File: config.mk
export PLATFORM = sky130hd
export DESIGN_NAME = cclk_gen
export DESIGN_NICKNAME = d
export VERILOG_FILES = /design/src/rtl/cclk_pkg.sv /design/src/rtl/cclk_divider.sv /design/src/rtl/cclk_rst_timer.sv /design/src/rtl/cclk_ctrl_fsm.sv /design/src/rtl/cclk_gen.sv
export SDC_FILE = /design/constraint.sdc
export NUM_CORES = 1
export LEC_CHECK = 0
export ABC_AREA = 1
export CAP_MARGIN = 20
export CORE_MARGIN = 2
export CORE_UTILIZATION = 40
export CTS_CLUSTER_SIZE = 24
export DETAILED_ROUTE_END_ITERATION = 8
export PLACE_DENSITY_LB_ADDON = 0.3
export SLEW_MARGIN = 20
export SYNTH_ARGS = -nofsm -noshare
export SYNTH_HDL_FRONTEND = slang
export SYNTH_SLANG_ARGS = --single-unit
File: constraint.sdc
create_clock -name clk -period 2.8 [get_ports clk]
set_clock_uncertainty 0.15 [all_clocks]
set_input_delay 0.42 -clock clk [delete_from_list [all_inputs] [get_ports clk]]
set_output_delay 0.42 -clock clk [all_outputs]
set_load 0.005 [all_outputs]
File: src/rtl/cclk_pkg.sv
package cclk_pkg;
    // control word bit positions (software-visible encoding)
    localparam int CTL_STOP  = 0;
    localparam int CTL_START = 1;
    localparam int CTL_OP    = 2;
    localparam int CTL_RST   = 3;
    localparam int CTL_W     = 4;

    typedef enum logic [2:0] {
        ST_OFF   = 3'd0,
        ST_ARM   = 3'd1,
        ST_RUN   = 3'd2,
        ST_DRAIN = 3'd3,
        ST_RESET = 3'd4
    } cclk_state_e;
endpackage

File: src/rtl/cclk_divider.sv
module cclk_divider #(
    parameter int DIV_W = 3
) (
    input  logic             clk,
    input  logic             rst_n,
    input  logic             code_we,
    input  logic [DIV_W-1:0] code_wdata,
    input  logic             hold_clr,
    output logic [DIV_W-1:0] code,
    output logic             at_zero,
    output logic             at_last,
    output logic             phase_hi
);
    localparam int CNT_W = (1 << DIV_W) - 1;

    logic [DIV_W-1:0] code_q;
    logic [CNT_W-1:0] cnt_q;
    logic [CNT_W:0]   period_w;
    logic [CNT_W-1:0] last_c;
    logic [CNT_W-1:0] half_c;

    assign period_w = {{CNT_W{1'b0}}, 1'b1} << code_q;
    assign last_c   = CNT_W'(period_w - 1'b1);
    assign half_c   = CNT_W'(period_w >> 1);

    always_ff @(posedge clk or negedge rst_n) begin
        if (!rst_n) begin
            code_q <= '0;
            cnt_q  <= '0;
        end else begin
            if (code_we)
                code_q <= code_wdata;
            if (code_we || hold_clr || (cnt_q == last_c))
                cnt_q <= '0;
            else
                cnt_q <= cnt_q + 1'b1;
        end
    end

    assign code     = code_q;
    assign at_zero  = (cnt_q == '0);
    assign at_last  = (cnt_q == last_c);
    assign phase_hi = (code_q == '0) || (cnt_q < half_c);
endmodule

File: src/rtl/cclk_rst_timer.sv
module cclk_rst_timer #(
    parameter int RST_CYCLES = 8
) (
    input  logic clk,
    input  logic rst_n,
    input  logic run,
    output logic expired
);
    localparam int TW = (RST_CYCLES > 1) ? $clog2(RST_CYCLES) : 1;

    logic [TW-1:0] cnt_q;

    always_ff @(posedge clk or negedge rst_n) begin
        if (!rst_n)
            cnt_q <= '0;
        else if (!run)
            cnt_q <= '0;
        else
            cnt_q <= cnt_q + 1'b1;
    end

    assign expired = run && (cnt_q == TW'(RST_CYCLES - 1));
endmodule

File: src/rtl/cclk_ctrl_fsm.sv
module cclk_ctrl_fsm
    import cclk_pkg::*;
(
    input  logic             clk,
    input  logic             rst_n,
    input  logic             ctrl_we,
    input  logic [CTL_W-1:0] ctrl_wdata,
    input  logic             at_zero,
    input  logic             at_last,
    input  logic             phase_hi,
    input  logic             rst_expired,
    output logic             card_ce,
    output logic             card_phase,
    output logic             clk_running,
    output logic             resetting,
    output logic             start_op
);
    cclk_state_e st_q, st_d;
    logic        arm_op_q, arm_op_d;
    logic        op_q, op_d;
    logic        wr_rst, wr_stop, wr_start, wr_op;

    assign wr_rst   = ctrl_we && ctrl_wdata[CTL_RST];
    assign wr_stop  = ctrl_we && ctrl_wdata[CTL_STOP] && !ctrl_wdata[CTL_RST];
    assign wr_start = ctrl_we && ctrl_wdata[CTL_START] && !ctrl_wdata[CTL_STOP]
                      && !ctrl_wdata[CTL_RST];
    assign wr_op    = wr_start && ctrl_wdata[CTL_OP];

    // state register
    always_ff @(posedge clk or negedge rst_n) begin
        if (!rst_n) begin
            st_q     <= ST_OFF;
            arm_op_q <= 1'b0;
            op_q     <= 1'b0;
        end else begin
            st_q     <= st_d;
            arm_op_q <= arm_op_d;
            op_q     <= op_d;
        end
    end

    // next state
    always_comb begin
        st_d     = st_q;
        arm_op_d = arm_op_q;
        op_d     = 1'b0;
        unique case (st_q)
            ST_RESET: begin
                arm_op_d = 1'b0;
                if (rst_expired)
                    st_d = ST_OFF;
            end
            ST_OFF: begin
                arm_op_d = 1'b0;
                if (wr_rst) begin
                    st_d = ST_RESET;
                end else if (wr_start) begin
                    st_d     = ST_ARM;
                    arm_op_d = wr_op;
                end
            end
            ST_ARM: begin
                if (wr_rst) begin
                    st_d     = ST_RESET;
                    arm_op_d = 1'b0;
                end else if (wr_stop) begin
                    st_d     = ST_OFF;
                    arm_op_d = 1'b0;
                end else if (at_last) begin
                    st_d     = ST_RUN;
                    op_d     = arm_op_q || wr_op;
                    arm_op_d = 1'b0;
                end else if (wr_start) begin
                    arm_op_d = arm_op_q || wr_op;
                end
            end
            ST_RUN: begin
                if (wr_rst)
                    st_d = ST_RESET;
                else if (wr_stop)
                    st_d = ST_DRAIN;
                else if (wr_start)
                    op_d = wr_op;
            end
            ST_DRAIN: begin
                if (wr_rst) begin
                    st_d = ST_RESET;
                end else if (wr_start) begin
                    st_d = ST_RUN;
                    op_d = wr_op;
                end else if (at_last) begin
                    st_d = ST_OFF;
                end
            end
            default: begin
                st_d     = ST_OFF;
                arm_op_d = 1'b0;
            end
        endcase
    end

    // outputs
    always_comb begin
        clk_running = (st_q == ST_RUN) || (st_q == ST_DRAIN);
        resetting   = (st_q == ST_RESET);
        card_ce     = clk_running && at_zero;
        card_phase  = clk_running && phase_hi;
        start_op    = op_q;
    end
endmodule

File: src/rtl/cclk_gen.sv
module cclk_gen
    import cclk_pkg::*;
#(
    parameter int DIV_W      = 3,
    parameter int RST_CYCLES = 8
) (
    input  logic             clk,
    input  logic             rst_n,
    input  logic             ctrl_we,
    input  logic [CTL_W-1:0] ctrl_wdata,
    input  logic             div_we,
    input  logic [DIV_W-1:0] div_wdata,
    output logic             card_ce,
    output logic             card_phase,
    output logic             clk_running,
    output logic             resetting,
    output logic             start_op
);
    logic [DIV_W-1:0] div_code;
    logic             at_zero, at_last, phase_hi, rst_expired;

    cclk_divider #(.DIV_W(DIV_W)) u_div (
        .clk        (clk),
        .rst_n      (rst_n),
        .code_we    (div_we && !resetting),
        .code_wdata (div_wdata),
        .hold_clr   (resetting),
        .code       (div_code),
        .at_zero    (at_zero),
        .at_last    (at_last),
        .phase_hi   (phase_hi)
    );

    cclk_rst_timer #(.RST_CYCLES(RST_CYCLES)) u_rtim (
        .clk     (clk),
        .rst_n   (rst_n),
        .run     (resetting),
        .expired (rst_expired)
    );

    cclk_ctrl_fsm u_fsm (
        .clk         (clk),
        .rst_n       (rst_n),
        .ctrl_we     (ctrl_we),
        .ctrl_wdata  (ctrl_wdata),
        .at_zero     (at_zero),
        .at_last     (at_last),
        .phase_hi    (phase_hi),
        .rst_expired (rst_expired),
        .card_ce     (card_ce),
        .card_phase  (card_phase),
        .clk_running (clk_running),
        .resetting   (resetting),
        .start_op    (start_op)
    );
endmodule

==> flow_summary.ini, run 1 <==
[synthesis]
synth_seq_cells = 18
ys.flop_type = dfrtp_1
synth_enable_flop_cells = 0
synth_nets = 222
synth_cells = 200
avgSynthCellArea_um2 = 6.75
ys_seq_area_share_pct = 33.4
async_reset_ff_share_pct = 100
ys_types = 22
syn_area_um2 = 1350
yosys_warnings = 0

[sta]
drv_slew = 0
setup_tns_ns = 0
period_needed_ns = 2.60
max_freq_ghz = 0.385
rsz0062_at_grt = no
finalSetupViolCount = 0
slew_headroom_pct = 46.4
hold_viol_final = 0
finalHoldWorstSlack_ns = 0.300
period_share_pct = 92.8
max_slew.worst_pin.slew_ns = 0.802

[detailed_routing]
via_per_inst = 4.73
drt_iter0_markers = 65
wl_per_cell_um = 10.8
drc = 0
first_pass_iters = 4
vias = 1257
final_antenna_net_count = 0
wl_um = 2860

[layout]
nets = 243
regArea_um2 = 453
diodes = 0
final_common_cell = nand2_1
multi_input_area_um2 = 776
areaGrowthSynthToFinish_pct = 19.5
fillCellCount = 339
layout-drive-gt1-share_pct = 9.09
final_cell_mix = nand2_1 (56), inv_1 (29), nor2_1 (25)

[outcome]
status = complete, no violations

[global_route]
track_usage_pct = 17.6
grt_max_degree = 19
antenna_found_initial = 0
grt-ovfl-total = 0
grt_pass1_vias = 1188
grt_first_pass_wirelength_um = 4970

[clock_tree]
cts_tree = yes
cts_buffers = 3
clk_pin_slew_ns = 0.10
insertion_delay_ns = 0.29
cts.path.max_buffers = 2
clock-root-buffer = clkbuf_4
clock_sinks = 18
h-tree-depth = 1

[die]
initial_utilization_pct = 41.1
die_w_um = 62.1
pin_count = 16
die_h_um = 62.1
die-area_um2 = 3860
core-area_um2 = 3280
fp-row-count = 21

[placement]
dp_hpwl_um = 2340
io_buffers = 15
finalWeightedCongestion = 0.952

[worst_setup_path]
cp_data_arrival_time_ns = 2.03
crit_path_end_kind = primary output
path_class = flop to primary output
cp_data_required_time_ns = 2.23
crit_path_start_kind = flop
cp_max_fo = 7

[power_and_ir_drop]
vdd_ir_drop_max_mv = 0.321
total_power_mw = 1.25
cellPowerDensity_nw_per_um2 = 777
static-leakage-power_nw = 0.840

[hold_path]
hold_path_class = flop to flop

[job]
drv_cap = 0
[cell usage after synthesis, drive strengths merged (2+ instances only)]
library cell	n	share of area (%)
nand4	3	1.4
clkinv	2	0.56
nor3	4	1.5
nor2	28	8.3
a21oi	10	3.7
xor2	2	1.3
inv	31	8.8
ha	11	10
nand2	60	17
nand3	18	7.0
dfrtp	18	33
o21ai	8	3.0
nor3b	2	1.9
[cell type report]
cell class              count  share of cell area [%]
multi-input cells         148                    48.1
flip-flops and latches     18                    28.1
repair buffers             17                    10.2
inverters                  33                    7.84
well taps                  46                    3.57
clock buffers               4                    2.25
[worst paths after layout]
check / start / endpoint / cells past startpoint / slack (ns)
max: u_div.code[1]$_DFFE_PN0P_ / card_phase / 8 / 0.20
min: u_rtim.cnt_q[0]$_DFF_PN0_ / u_rtim.cnt_q[0]$_DFF_PN0_ / 1 / 0.30
max reg2reg: u_div.code[1]$_DFFE_PN0P_ / u_fsm.st_q[1]$_DFFE_PN0P_ / 15 / 0.54
min reg2reg: u_rtim.cnt_q[0]$_DFF_PN0_ / u_rtim.cnt_q[0]$_DFF_PN0_ / 1 / 0.30
max in group asynchronous: rst_n / u_div.code[0]$_DFFE_PN0P_ / 1 / 1.52
min in group asynchronous: rst_n / u_div.cnt_q[2]$_DFF_PN0_ / 1 / 0.43
[flip-flops by register name, indices dropped and copies added (netlist names)]
name and cells:
u_rtim.cnt_q 3, u_div.code 3, u_fsm.st_q 3, u_fsm.start_op 1, u_fsm.arm_op_q 1, u_div.cnt_q 7
[critical path, stage by stage (launching register included)]
cell and delay, ns:
dfrtp_2 0.48, inv_2 0.12, nand3_1 0.11, ha_1 0.31
a21o_1 0.16, a21oi_1 0.11, o21ai_1 0.07, a21oi_1 0.13
dlygate4sd2_1 0.25
[layer usage]
layer | global-route usage, % | part of all wire [%] | vias up
met3 | 2.69 | 2.3 | 2
li1 | - | - | 673
met5 | 0 | 0 | -
met4 | 7.90 | 0.49 | 0
met2 | 30.7 | 51 | 22
met1 | 21.4 | 46 | 560
[power by group]
part,switching [mW],internal (mW),total (mW)
sequential,0.0897,0.322,0.411
combinational,0.416,0.267,0.683
clock,0.0784,0.0792,0.158
total,0.584,0.668,1.25
[logic make-up after synthesis]
family | after synthesis | share of synthesized area, %
AND/OR/NAND/NOR | 116 | 38.0
buffers and inverters | 34 | 9.92
AO/OA/AOI/OAI | 19 | 7.23
flip-flops | 18 | 33.4
adder cells (fa/ha/maj) | 11 | 10.2
XOR/XNOR | 2 | 1.30
[repair_timing]
item                                    in CTS  in global routing
setup buffers                                0                  0
hold buffers                                 0                  0
resized for setup                            4                  3
endpoints found under the setup margin       1                  1
[per-stage QoR]
| step | setup slack (ns) | cells | instance area, um^2 | util (%) |
|---|---|---|---|---|
| floorplan | 0.716 | 200 | 1350 | - |
| global placement | 0.208 | 262 | 1570 | 47.7 |
| detailed placement | 0.192 | 262 | 1570 | 47.7 |
| CTS | 0.115 | 266 | 1610 | 49.0 |
| global route | 0.0440 | 266 | 1610 | 49.1 |
| finish | 0.201 | 266 | 1610 | 49.1 |
No activity file was read; power rests on OpenSTA's default activity.
==> run 2: changes to the inputs <==
CORE_UTILIZATION = 57   (was 40)
CTS_BUF_LIST = sky130_fd_sc_hd__clkbuf_8   (was unset)
SETUP_SLACK_MARGIN = 0.15   (was unset)
==> run 2 against run 1 <==
  * Global-route usage grew 8.8 points
  * Via count up 5.9%
  * Sequential share of layout area increased by 0.23 points
  * Power up 2.7%
  * Register-to-register slack improved by 0.08 ns
  * Worst setup slack better by 0.11 ns
  * Worst hold slack gained 0.0025 ns
  * Fmax is 4.2% higher
  * Critical path type unchanged
  * Sequential cell count did not move
  * Largest power group unchanged
  * Clock-buffer cell count shrank 1
  * Combinational power rose by 2%
  * Non-clock buffer count rose by 1
==> flow_summary.ini, run 2 (synthesis gave the netlist of run 1 again) <==
[outcome]
status = complete, no violations

[sta]
period_share_pct = 89.0
period_needed_ns = 2.49
slew_headroom_pct = 47.1
rsz0062_at_grt = no
finalSetupViolCount = 0
setup_tns_ns = 0
finalHoldWorstSlack_ns = 0.302
drv_slew = 0
max_freq_ghz = 0.401
hold_viol_final = 0
max_slew.worst_pin.slew_ns = 0.791

[hold_path]
hold_path_class = flop to flop

[detailed_routing]
wl_per_cell_um = 12.5
wl_um = 3090
vias = 1331
first_pass_iters = 4
drc = 0
drt_iter0_markers = 21
via_per_inst = 5.37
final_antenna_net_count = 0

[worst_setup_path]
cp_max_fo = 7
cp_slowest_cell = dfrtp_2
crit_path_start_kind = flop
crit_path_end_kind = primary output
cp.buffers_inverters = 3
slowest_delay_ns = 0.43
cp_top_family = flip-flops
cp_data_arrival_time_ns = 1.92
crit_path_cell_trace = inv_4 -> nand2_2 -> nor2_4 -> inv_1 -> ha_1 -> nand2_1 -> o21ai_1 -> a21oi_1 -> o21ai_1 -> a21oi_1 -> clkbuf_2
cp_data_required_time_ns = 2.23
path_class = flop to primary output

[die]
pin_count = 16
die_w_um = 52.7
die_h_um = 52.7
core-area_um2 = 2230
fp-row-count = 17
initial_utilization_pct = 60.4
die-area_um2 = 2770

[global_route]
grt-ovfl-total = 0
antenna_found_initial = 0
grt_pass1_vias = 1353
track_usage_pct = 26.5
grt_max_degree = 19
grt_first_pass_wirelength_um = 5350

[placement]
post-place-cells = 243
io_buffers = 15
dp_hpwl_um = 2480
finalWeightedCongestion = 0.947

[power_and_ir_drop]
static-leakage-power_nw = 0.843
cellPowerDensity_nw_per_um2 = 802
total_power_mw = 1.29
vdd_ir_drop_max_mv = 0.667

[clock_tree]
clock-root-buffer = clkbuf_8
cts-hold-fix-buffers = 0
clk_pin_slew_ns = 0.06
cts_buffers = 3
cts_tree = yes
clock_sinks = 18
insertion_delay_ns = 0.25
cts.path.max_buffers = 2
h-tree-depth = 1

[layout]
layout-drive-gt1-share_pct = 10.5
nets = 244
diodes = 0
final_cell_mix = nand2_1 (56), inv_1 (29), nor2_1 (25)
areaGrowthSynthToFinish_pct = 18.8
largest_reg_flops = 7
top_register = u_div.cnt_q
final_common_cell = nand2_1
instances_no_fill = 248
final_util_pct = 71.8

[job]
drv_cap = 0
-- run 2: worst paths after layout --
path,start,to,slack [ns],cells after the start
max in group asynchronous,rst_n,u_div.code[0]$_DFFE_PN0P_,1.48,1
min in group asynchronous,rst_n,u_rtim.cnt_q[2]$_DFF_PN0_,0.48,1
worst max-delay path,u_div.code[2]$_DFFE_PN0P_,card_phase,0.31,11
worst max register to register,u_div.code[1]$_DFFE_PN0P_,u_fsm.st_q[0]$_DFFE_PN0P_,0.62,14
worst min-delay path,u_rtim.cnt_q[0]$_DFF_PN0_,u_rtim.cnt_q[0]$_DFF_PN0_,0.30,1
worst min register to register,u_rtim.cnt_q[0]$_DFF_PN0_,u_rtim.cnt_q[0]$_DFF_PN0_,0.30,1
-- run 2: layer usage --
layer	share of wire (%)	global-route usage, %	up-vias
met1	41	27.9	601
met3	3.1	4.00	11
met4	2.9	13.2	0
met5	0	0	-
met2	53	50.0	41
li1	-	-	678
-- run 2: power breakdown --
group / internal, mW / leakage, nW / switching, mW
sequential: 0.324 / 0.234 / 0.0928
clock: 0.0954 / 0.0216 / 0.0777
combinational: 0.272 / 0.587 / 0.425
total: 0.692 / 0.843 / 0.595
-- run 2: timing repair --
action / 4_1_cts / 5_1_grt
setup endpoints to repair: 1 / 1
buffers inserted: 1 / 1
gates resized for setup: 5 / 6
gates cloned: 0 / 0
pin swaps: 1 / 1
-- run 2: layout make-up --
cell class	instances	area, um^2
clock buffers	3	41.3
fillers	183	629
inverters	33	126
multi-input cells	148	779
flip-flops and latches	18	454
well taps	28	35.0
repair buffers	18	168
-- run 2: metrics by stage --
| stage | setup slack (ns) | cell area [um^2] |
|---|---|---|
| 4_1_cts | 0.179 | 1590 |
| 3_5_place_dp | 0.0511 | 1540 |
| 5_1_grt | 0.211 | 1600 |
| 3_3_place_gp | 0.197 | 1540 |
| 2_1_floorplan | 0.716 | 1350 |
| 6_report | 0.307 | 1600 |
